`src/rtl/srg_pkg.sv`:
```
package srg_pkg;

  // Tick source, encoded as {mode, select}
  typedef enum logic [1:0] {
    SRC_EXT_PIN = 2'b00,
    SRC_RX_PIN  = 2'b01,
    SRC_SYS     = 2'b10,
    SRC_TX_PIN  = 2'b11
  } srg_src_e;

  // Index of each synchronized pin in the pin vector
  localparam int PIN_EXT  = 0;
  localparam int PIN_RX   = 1;
  localparam int PIN_TX   = 2;
  localparam int PIN_RFS  = 3;
  localparam int PIN_CNT  = 4;

endpackage

```
`src/rtl/srg_rst_sync.sv`:
```
module srg_rst_sync #(
  parameter int STAGES = 2
) (
  input  logic clk,
  input  logic arst_n,
  output logic rst_n_o
);

  logic [STAGES-1:0] chain_q;
  logic [STAGES-1:0] chain_d;

  always_comb begin
    chain_d = {chain_q[STAGES-2:0], 1'b1};
  end

  always_ff @(posedge clk or negedge arst_n) begin
    if (!arst_n) begin
      chain_q <= '0;
    end else begin
      chain_q <= chain_d;
    end
  end

  assign rst_n_o = chain_q[STAGES-1];

endmodule

```
`src/rtl/srg_pin_sync.sv`:
```
module srg_pin_sync #(
  parameter int STAGES = 2
) (
  input  logic clk,
  input  logic rst_n,
  input  logic pin_i,
  input  logic fall_sel,
  output logic edge_o
);

  localparam int HIST = STAGES + 1;

  logic [HIST-1:0] sh_q;
  logic [HIST-1:0] sh_d;
  logic            now_lvl;
  logic            old_lvl;

  always_comb begin
    sh_d = {sh_q[HIST-2:0], pin_i};
  end

  always_ff @(posedge clk or negedge rst_n) begin
    if (!rst_n) begin
      sh_q <= '0;
    end else begin
      sh_q <= sh_d;
    end
  end

  assign now_lvl = sh_q[STAGES-1];
  assign old_lvl = sh_q[STAGES];

  always_comb begin
    if (fall_sel) begin
      edge_o = old_lvl & ~now_lvl;
    end else begin
      edge_o = now_lvl & ~old_lvl;
    end
  end

endmodule

```
`src/rtl/srg_bit_div.sv`:
```
module srg_bit_div #(
  parameter int DIV_W = 8
) (
  input  logic             clk,
  input  logic             rst_n,
  input  logic             run,
  input  logic             tick,
  input  logic             realign,
  input  logic [DIV_W-1:0] div_val,
  output logic             bclk_en_o
);

  localparam logic [DIV_W-1:0] CNT_ONE = DIV_W'(1);

  logic [DIV_W-1:0] cnt_q, cnt_d;
  logic             pulse_q, pulse_d;

  always_comb begin
    cnt_d   = cnt_q;
    pulse_d = 1'b0;
    if (!run) begin
      cnt_d = '0;
    end else if (realign) begin
      cnt_d = '0;
    end else if (tick) begin
      if (cnt_q == div_val) begin
        cnt_d   = '0;
        pulse_d = 1'b1;
      end else begin
        cnt_d = cnt_q + CNT_ONE;
      end
    end
  end

  always_ff @(posedge clk or negedge rst_n) begin
    if (!rst_n) begin
      cnt_q   <= '0;
      pulse_q <= 1'b0;
    end else begin
      cnt_q   <= cnt_d;
      pulse_q <= pulse_d;
    end
  end

  assign bclk_en_o = pulse_q;

endmodule

```
`src/rtl/srg_frame_ctr.sv`:
```
module srg_frame_ctr #(
  parameter int PER_W = 12,
  parameter int WID_W = 8
) (
  input  logic             clk,
  input  logic             rst_n,
  input  logic             run,
  input  logic             bclk_en,
  input  logic             resync_mode,
  input  logic             rfs_rise,
  input  logic [PER_W-1:0] period,
  input  logic [WID_W-1:0] width,
  input  logic             tx_follow,
  input  logic             tx_has_data,
  output logic             fs_o,
  output logic             tx_fs_o
);

  localparam int CMP_W = (PER_W > WID_W) ? PER_W : WID_W;
  localparam logic [PER_W-1:0] POS_ONE = PER_W'(1);
  localparam logic [CMP_W-1:0] WID_ONE = CMP_W'(1);

  logic [PER_W-1:0] pos_q, pos_d;
  logic [CMP_W-1:0] wid_q, wid_d;
  logic             fs_q, fs_d;
  logic             gate_q, gate_d;
  logic [CMP_W-1:0] per_x, wid_x, wid_lim;
  logic             wrap, start;

  // Width limited to the frame length
  always_comb begin
    per_x   = CMP_W'(period);
    wid_x   = CMP_W'(width);
    wid_lim = (wid_x > per_x) ? per_x : wid_x;
  end

  assign wrap  = bclk_en && (pos_q == period);
  assign start = resync_mode ? rfs_rise : wrap;

  always_comb begin
    pos_d  = pos_q;
    wid_d  = wid_q;
    fs_d   = fs_q;
    gate_d = gate_q;
    if (!run) begin
      pos_d  = '0;
      wid_d  = '0;
      fs_d   = 1'b0;
      gate_d = 1'b0;
    end else begin
      if (resync_mode) begin
        pos_d = '0;
      end else if (bclk_en) begin
        pos_d = wrap ? '0 : (pos_q + POS_ONE);
      end
      if (start) begin
        fs_d   = 1'b1;
        wid_d  = '0;
        gate_d = tx_has_data;
      end else if (bclk_en && fs_q) begin
        if (wid_q == wid_lim) begin
          fs_d = 1'b0;
        end else begin
          wid_d = wid_q + WID_ONE;
        end
      end
    end
  end

  always_ff @(posedge clk or negedge rst_n) begin
    if (!rst_n) begin
      pos_q  <= '0;
      wid_q  <= '0;
      fs_q   <= 1'b0;
      gate_q <= 1'b0;
    end else begin
      pos_q  <= pos_d;
      wid_q  <= wid_d;
      fs_q   <= fs_d;
      gate_q <= gate_d;
    end
  end

  assign fs_o    = fs_q;
  assign tx_fs_o = fs_q & (tx_follow | gate_q);

endmodule

```
`src/rtl/srg_frame_gen.sv`:
```
module srg_frame_gen
  import srg_pkg::*;
#(
  parameter int DIV_W       = 8,
  parameter int PER_W       = 12,
  parameter int WID_W       = 8,
  parameter int SYNC_STAGES = 2
) (
  input  logic             clk,
  input  logic             rst_n,
  input  logic             gen_run,
  input  logic             ext_clk_i,
  input  logic             rx_clk_i,
  input  logic             tx_clk_i,
  input  logic             rx_fs_i,
  input  logic             tx_buf_nempty_i,
  input  logic             cfg_src_mode,
  input  logic             cfg_src_sel,
  input  logic             cfg_edge_fall,
  input  logic             cfg_resync_en,
  input  logic             cfg_tx_follow,
  input  logic [DIV_W-1:0] cfg_clk_div,
  input  logic [PER_W-1:0] cfg_period,
  input  logic [WID_W-1:0] cfg_width,
  output logic             bclk_en_o,
  output logic             fs_o,
  output logic             tx_fs_o
);

  logic               rst_int_n;
  logic [PIN_CNT-1:0] pin_v;
  logic [PIN_CNT-1:0] pol_v;
  logic [PIN_CNT-1:0] edge_v;
  srg_src_e           src;
  logic               src_tick;
  logic               resync_mode;
  logic               rfs_rise;
  logic               bclk_en;

  srg_rst_sync #(.STAGES(2)) u_rst_sync (
    .clk     (clk),
    .arst_n  (rst_n),
    .rst_n_o (rst_int_n)
  );

  always_comb begin
    pin_v          = '0;
    pin_v[PIN_EXT] = ext_clk_i;
    pin_v[PIN_RX]  = rx_clk_i;
    pin_v[PIN_TX]  = tx_clk_i;
    pin_v[PIN_RFS] = rx_fs_i;
    pol_v          = '0;
    pol_v[PIN_EXT] = cfg_edge_fall;
    pol_v[PIN_RX]  = cfg_edge_fall;
  end

  generate
    for (genvar gi = 0; gi < PIN_CNT; gi++) begin : g_pin
      srg_pin_sync #(.STAGES(SYNC_STAGES)) u_sync (
        .clk      (clk),
        .rst_n    (rst_int_n),
        .pin_i    (pin_v[gi]),
        .fall_sel (pol_v[gi]),
        .edge_o   (edge_v[gi])
      );
    end
  endgenerate

  assign src = srg_src_e'({cfg_src_mode, cfg_src_sel});

  always_comb begin
    case (src)
      SRC_EXT_PIN: src_tick = edge_v[PIN_EXT];
      SRC_RX_PIN:  src_tick = edge_v[PIN_RX];
      SRC_SYS:     src_tick = 1'b1;
      SRC_TX_PIN:  src_tick = edge_v[PIN_TX];
      default:     src_tick = 1'b0;
    endcase
  end

  assign resync_mode = ~cfg_src_mode & cfg_resync_en;
  assign rfs_rise    = edge_v[PIN_RFS];

  srg_bit_div #(.DIV_W(DIV_W)) u_div (
    .clk       (clk),
    .rst_n     (rst_int_n),
    .run       (gen_run),
    .tick      (src_tick),
    .realign   (resync_mode & rfs_rise),
    .div_val   (cfg_clk_div),
    .bclk_en_o (bclk_en)
  );

  srg_frame_ctr #(.PER_W(PER_W), .WID_W(WID_W)) u_frame (
    .clk         (clk),
    .rst_n       (rst_int_n),
    .run         (gen_run),
    .bclk_en     (bclk_en),
    .resync_mode (resync_mode),
    .rfs_rise    (rfs_rise),
    .period      (cfg_period),
    .width       (cfg_width),
    .tx_follow   (cfg_tx_follow),
    .tx_has_data (tx_buf_nempty_i),
    .fs_o        (fs_o),
    .tx_fs_o     (tx_fs_o)
  );

  assign bclk_en_o = bclk_en;

endmodule

```
`config.mk`:
```
export PLATFORM = sky130hd
export DESIGN_NAME = srg_frame_gen
export DESIGN_NICKNAME = d
export VERILOG_FILES = /design/src/rtl/srg_pkg.sv /design/src/rtl/srg_rst_sync.sv /design/src/rtl/srg_pin_sync.sv /design/src/rtl/srg_bit_div.sv /design/src/rtl/srg_frame_ctr.sv /design/src/rtl/srg_frame_gen.sv
export SDC_FILE = /design/constraint.sdc
export NUM_CORES = 1
export LEC_CHECK = 0
export ABC_AREA = 1
export CORE_MARGIN = 1
export CORE_UTILIZATION = 51
export CTS_CLUSTER_DIAMETER = 40
export DETAILED_ROUTE_END_ITERATION = 12
export DONT_BUFFER_PORTS = 1
export PLACE_DENSITY = 0.69
export SLEW_MARGIN = 25
export SYNTH_ARGS = -nofsm -noshare
export SYNTH_HDL_FRONTEND = slang
export SYNTH_SLANG_ARGS = --single-unit
export TNS_END_PERCENT = 50
```
`constraint.sdc`:
```
create_clock -name clk -period 1.6 [get_ports clk]
set_input_delay 0 -clock clk [delete_from_list [all_inputs] [get_ports clk]]
set_output_delay 0 -clock clk [all_outputs]
set_load 0.01 [all_outputs]
```
==> impl.org <==
** Synthesis
- The Yosys step of the flow raised 0 warnings.
- Of all cell types, the one taking the most synthesized area is sky130_fd_sc_hd__dfrtp_1.
- Synthesized flop and latch total :: 49
- The synthesized netlist contains 35 unique library cells.
- Synthesized Nets :: 483
- Area share of the largest cell type after synthesis :: 38.6%
- Dominant cells by area after synthesis :: sky130_fd_sc_hd__dfrtp_1 (39%), sky130_fd_sc_hd__nand2_1 (13%), sky130_fd_sc_hd__inv_1 (7.8%)
- A synthesized cell averages 7.37 um2.
- For this run, the leading register cell type out of synthesis is sky130_fd_sc_hd__dfrtp_1.
- After synthesis, flip-flops and latches occupy 38.6% of the total area.
- Asr flop ratio synth :: 100%
- Summing every instance area after synthesis gives 3180 um2.
- Number of synthesized flops with an enable pin :: 0
- Synthesis produced 431 cells.

** Die
- Die area :: 6550 um2
- Total core area :: 5960 um2
- The initial utilization of the core area, before any placement, comes to 53.3%.
- Die span in x :: 80.9 um
- The die is 80.9 um tall.
- # rows :: 28
- Number of ports placed on the die boundary :: 44

** Timing
- RSZ-0062 raised after global routing :: yes
- Clock skew on the completed layout was measured at 0.0121 ns.
- Final setup fails :: 24
- Setup slack on the critical path of the routed design comes to -0.193 ns.
- Period utilisation layout :: 112%
- The total count of max-transition violations in the final report came to 0.
- Measured slew at the worst slew-check pin :: 0.512 ns
- Final hold violations :: 0
- Counting I/O delays and the setup requirement, the final critical path takes 1.79 ns.
- Hold slack final :: 0.0797 ns
- Derived from the worst setup path, the maximum achievable clock frequency is 558 MHz.
- Slew Limit Headroom :: 65.7%

** Worst hold path
- Worst Hold Path Cells :: 6
- Worst min-delay path category :: primary input to register

** Final layout
- Number of nets at the end of the flow :: 568
- The finished cells cover 4370 um2.
- Diodes inserted :: 0
- Final core utilization :: 73.4%
- The layout has 469 filler cells.
- Layout area overhead :: 37.7%
- Share of post-route cells with drive strength above 1 :: 29.4%

** Drt
- Residual DRC :: 0
- For this block, the initial DRC count from the detailed router was 138.
- Before antenna repair, the detailed router went through 4 iterations.
- Detailed-route via count :: 3106
- Number of nets with antenna violations after routing :: 0
- Using the TritonRoute via totals, the vias-per-cell ratio works out to 5.25.
- Drt wl/cell :: 13.8 um
- Total length of routed wires :: 8170 um

** Clock network
- Worst-skew pair later-pin latency :: 0.31 ns
- Clock transition at the register clock pins on the worst setup and hold paths after CTS :: 0.09 ns
- The root buffer cell chosen for the clock tree is sky130_fd_sc_hd__clkbuf_8.
- The clock passes through at most 2 buffers.
- CTS H-tree lvls :: 2
- Clock tree from TritonCTS :: yes
- Total CTS buffers :: 5
- Number of sinks handled by clock tree synthesis :: 49

** Pwr
- Summed over all cells, the static leakage comes to 0.00212 uW.
- Power per unit of standard cell area :: 584 nW/um2
- Max rail drop VDD :: 0.539 mV

** Setup path
- Arrival time at the worst endpoint :: 1.99 ns
- Traced cell by cell, the critical path runs through xor2_1 -> a211oi_1 -> nand2_1 -> nor3_2 -> nand2_2 -> buf_6 -> o22ai_4 -> buf_12 -> nor3_1 -> nand2_1 -> nand2_1.
- Depth of the worst register-to-register path :: 11
- Crit Path Category :: register to register
- The largest single stage delay on the critical path is 0.41 ns.
- The largest individual stage delay along the critical path comes from the cell sky130_fd_sc_hd__dfrtp_1.
- Most frequent CP cell :: sky130_fd_sc_hd__nand2_1
- Of all nets on the critical path, the largest fanout is 10.
- STA puts the critical path data required time at 1.80 ns.
- Crit end category :: register
- Type of element launching the critical path :: register

** GRT
- The number of global-route vias before repair is 3006.
- Residual overflow from global routing :: 0
- Antenna violations before repair :: 0
- The first global-routing pass estimated 12600 um of wire.
- Largest net degree at the start of global routing :: 22
- Global routing used 25.0% of the available tracks.

** Placement
- Final HPWL DP :: 5860 um
- Area after DPL :: 3890 um2
- Placer's final routability congestion estimate :: 0.837
- Worst setup slack before clock tree synthesis :: -0.296 ns
- The count of buffers added on input and output ports is 0.

** Job
- Max-Cap Viols :: 0

** Outcome
- The checks that failed: negative setup slack.
- Outcome :: complete, but fails checks
==> path summary, 6_finish.rpt <==
check	start	endpoint	slack [ns]
max in group asynchronous	u_rst_sync.chain_q[1]	g_pin[3].u_sync.sh_q[2]	0.85
max	u_frame.pos_q[10]	u_frame.wid_q[7]	-0.19
min reg2reg	u_rst_sync.chain_q[1]	u_frame.wid_q[2]	0.22
min	cfg_clk_div[2]	u_div.bclk_en_o	0.08
max reg2reg	u_frame.pos_q[10]	u_frame.wid_q[7]	-0.19
min in group asynchronous	u_rst_sync.chain_q[1]	u_frame.wid_q[2]	0.22
==> flip-flops by register name (all words and copies together), names as in the netlist <==
signal and flops:
u_frame.pos_q 12, u_div.bclk_en_o 1, u_div.cnt_q 8, u_rst_sync.chain_q 2, u_frame.wid_q 12, u_frame.gate_q 1, g_pin.u_sync.sh_q 12, u_frame.fs_o 1
==> cell usage after synthesis, types with 6 or more instances <==
cell type	number
sky130_fd_sc_hd__a21oi_1	6
sky130_fd_sc_hd__dfrtp_1	49
sky130_fd_sc_hd__ha_1	11
sky130_fd_sc_hd__inv_1	66
sky130_fd_sc_hd__nand2_1	108
sky130_fd_sc_hd__nand2_2	7
sky130_fd_sc_hd__nand3_1	40
sky130_fd_sc_hd__nand4_1	9
sky130_fd_sc_hd__nor2_1	30
sky130_fd_sc_hd__nor3_1	16
sky130_fd_sc_hd__o21ai_0	17
sky130_fd_sc_hd__o22ai_1	7
sky130_fd_sc_hd__xnor2_1	11
sky130_fd_sc_hd__xor2_1	18
==> cell families (layout without fill, tap and decap cells) <==
logic type	Yosys count	after routing	share of synthesized area [%]
AND/OR/NAND/NOR	224	224	31.4
buffers and inverters	75	161	9.54
flip-flops	49	49	38.6
XOR/XNOR	29	29	8.00
adder cells (fa/ha/maj)	11	11	4.33
other	1	1	0.118
AO/OA/AOI/OAI	42	42	8.04
==> critical path: cells and delay by family, from the launching register on <==
kind                   cells  cell delay (ns)
AO/OA/AOI/OAI              2             0.30
XOR/XNOR                   1             0.17
buffers and inverters      2             0.29
flip-flops                 1             0.41
AND/OR/NAND/NOR            6             0.52
==> power breakdown <==
part / switching (uW) / total, uW / internal (uW)
clock: 441 / 842 / 400
combinational: 212 / 410 / 198
sequential: 33.7 / 1300 / 1270
==> metrics by stage <==
step / setup TNS, ns / power (uW) / instances
final: -2.56 / 2550 / 592
after global routing: -5.47 / 2680 / 592
after CTS: -3.99 / 2530 / 583
after detailed placement: -4.07 / 1660 / 564
after global placement: -3.50 / 1650 / 564
after floorplan: -1.17 / 1550 / 431
==> layout by cell type (no fill, tap or decap), types with 2 or more instances in the layout <==
cell,instances
sky130_fd_sc_hd__o21ai_1,7
sky130_fd_sc_hd__ha_1,4
sky130_fd_sc_hd__nand3_2,6
sky130_fd_sc_hd__buf_4,70
sky130_fd_sc_hd__nor3_2,4
sky130_fd_sc_hd__nand3b_1,4
sky130_fd_sc_hd__or2_2,2
sky130_fd_sc_hd__nand4_1,9
sky130_fd_sc_hd__nor4_2,4
sky130_fd_sc_hd__inv_1,51
sky130_fd_sc_hd__nand2_1,104
sky130_fd_sc_hd__buf_12,3
sky130_fd_sc_hd__inv_2,12
sky130_fd_sc_hd__nand2_4,3
sky130_fd_sc_hd__nand2_2,7
sky130_fd_sc_hd__nor3_1,12
sky130_fd_sc_hd__o22ai_1,6
sky130_fd_sc_hd__inv_4,2
sky130_fd_sc_hd__nand3_1,34
sky130_fd_sc_hd__buf_6,3
sky130_fd_sc_hd__nor2_2,6
sky130_fd_sc_hd__nor2_1,23
sky130_fd_sc_hd__o21ai_0,10
sky130_fd_sc_hd__clkbuf_8,7
sky130_fd_sc_hd__a211oi_2,3
sky130_fd_sc_hd__dfrtp_1,48
sky130_fd_sc_hd__xor2_1,18
sky130_fd_sc_hd__dlygate4sd3_1,8
sky130_fd_sc_hd__a21oi_1,5
sky130_fd_sc_hd__a31oi_1,2
sky130_fd_sc_hd__xnor2_1,11
sky130_fd_sc_hd__ha_4,7
sky130_fd_sc_hd__clkbuf_16,2
==> per-layer routing <==
metal  wire [um]  part of all wire [%]  vias to the layer above  track usage, %
met5           0                     0                        -               0
met4          97                   1.2                        0            7.50
met3         277                   3.4                       11            3.93
met2        4240                    52                       65            46.6
met1        3560                    44                     1468            29.2
li1            -                     -                     1562               -
==> timing repair <==
item | in CTS | in global routing
hold buffers | 8 | 0
setup endpoints to repair | 24 | 34
setup buffers | 3 | 7
gates resized for setup | 3 | 50
gates cloned | 0 | 2
hold endpoints to repair | 9 | 0
pin swaps | 1 | 13
==> cell type report <==
cell class	instances	area (um2)	area share [%]
clock buffer	7	96.3	2.20
clock inverter	1	8.76	0.200
inverter	67	277	6.32
multi-input combinational	307	1920	43.9
sequential	49	1230	28.1
tap	75	93.8	2.15
timing repair buffer	86	749	17.1
Power figures use the tool's default switching activity.
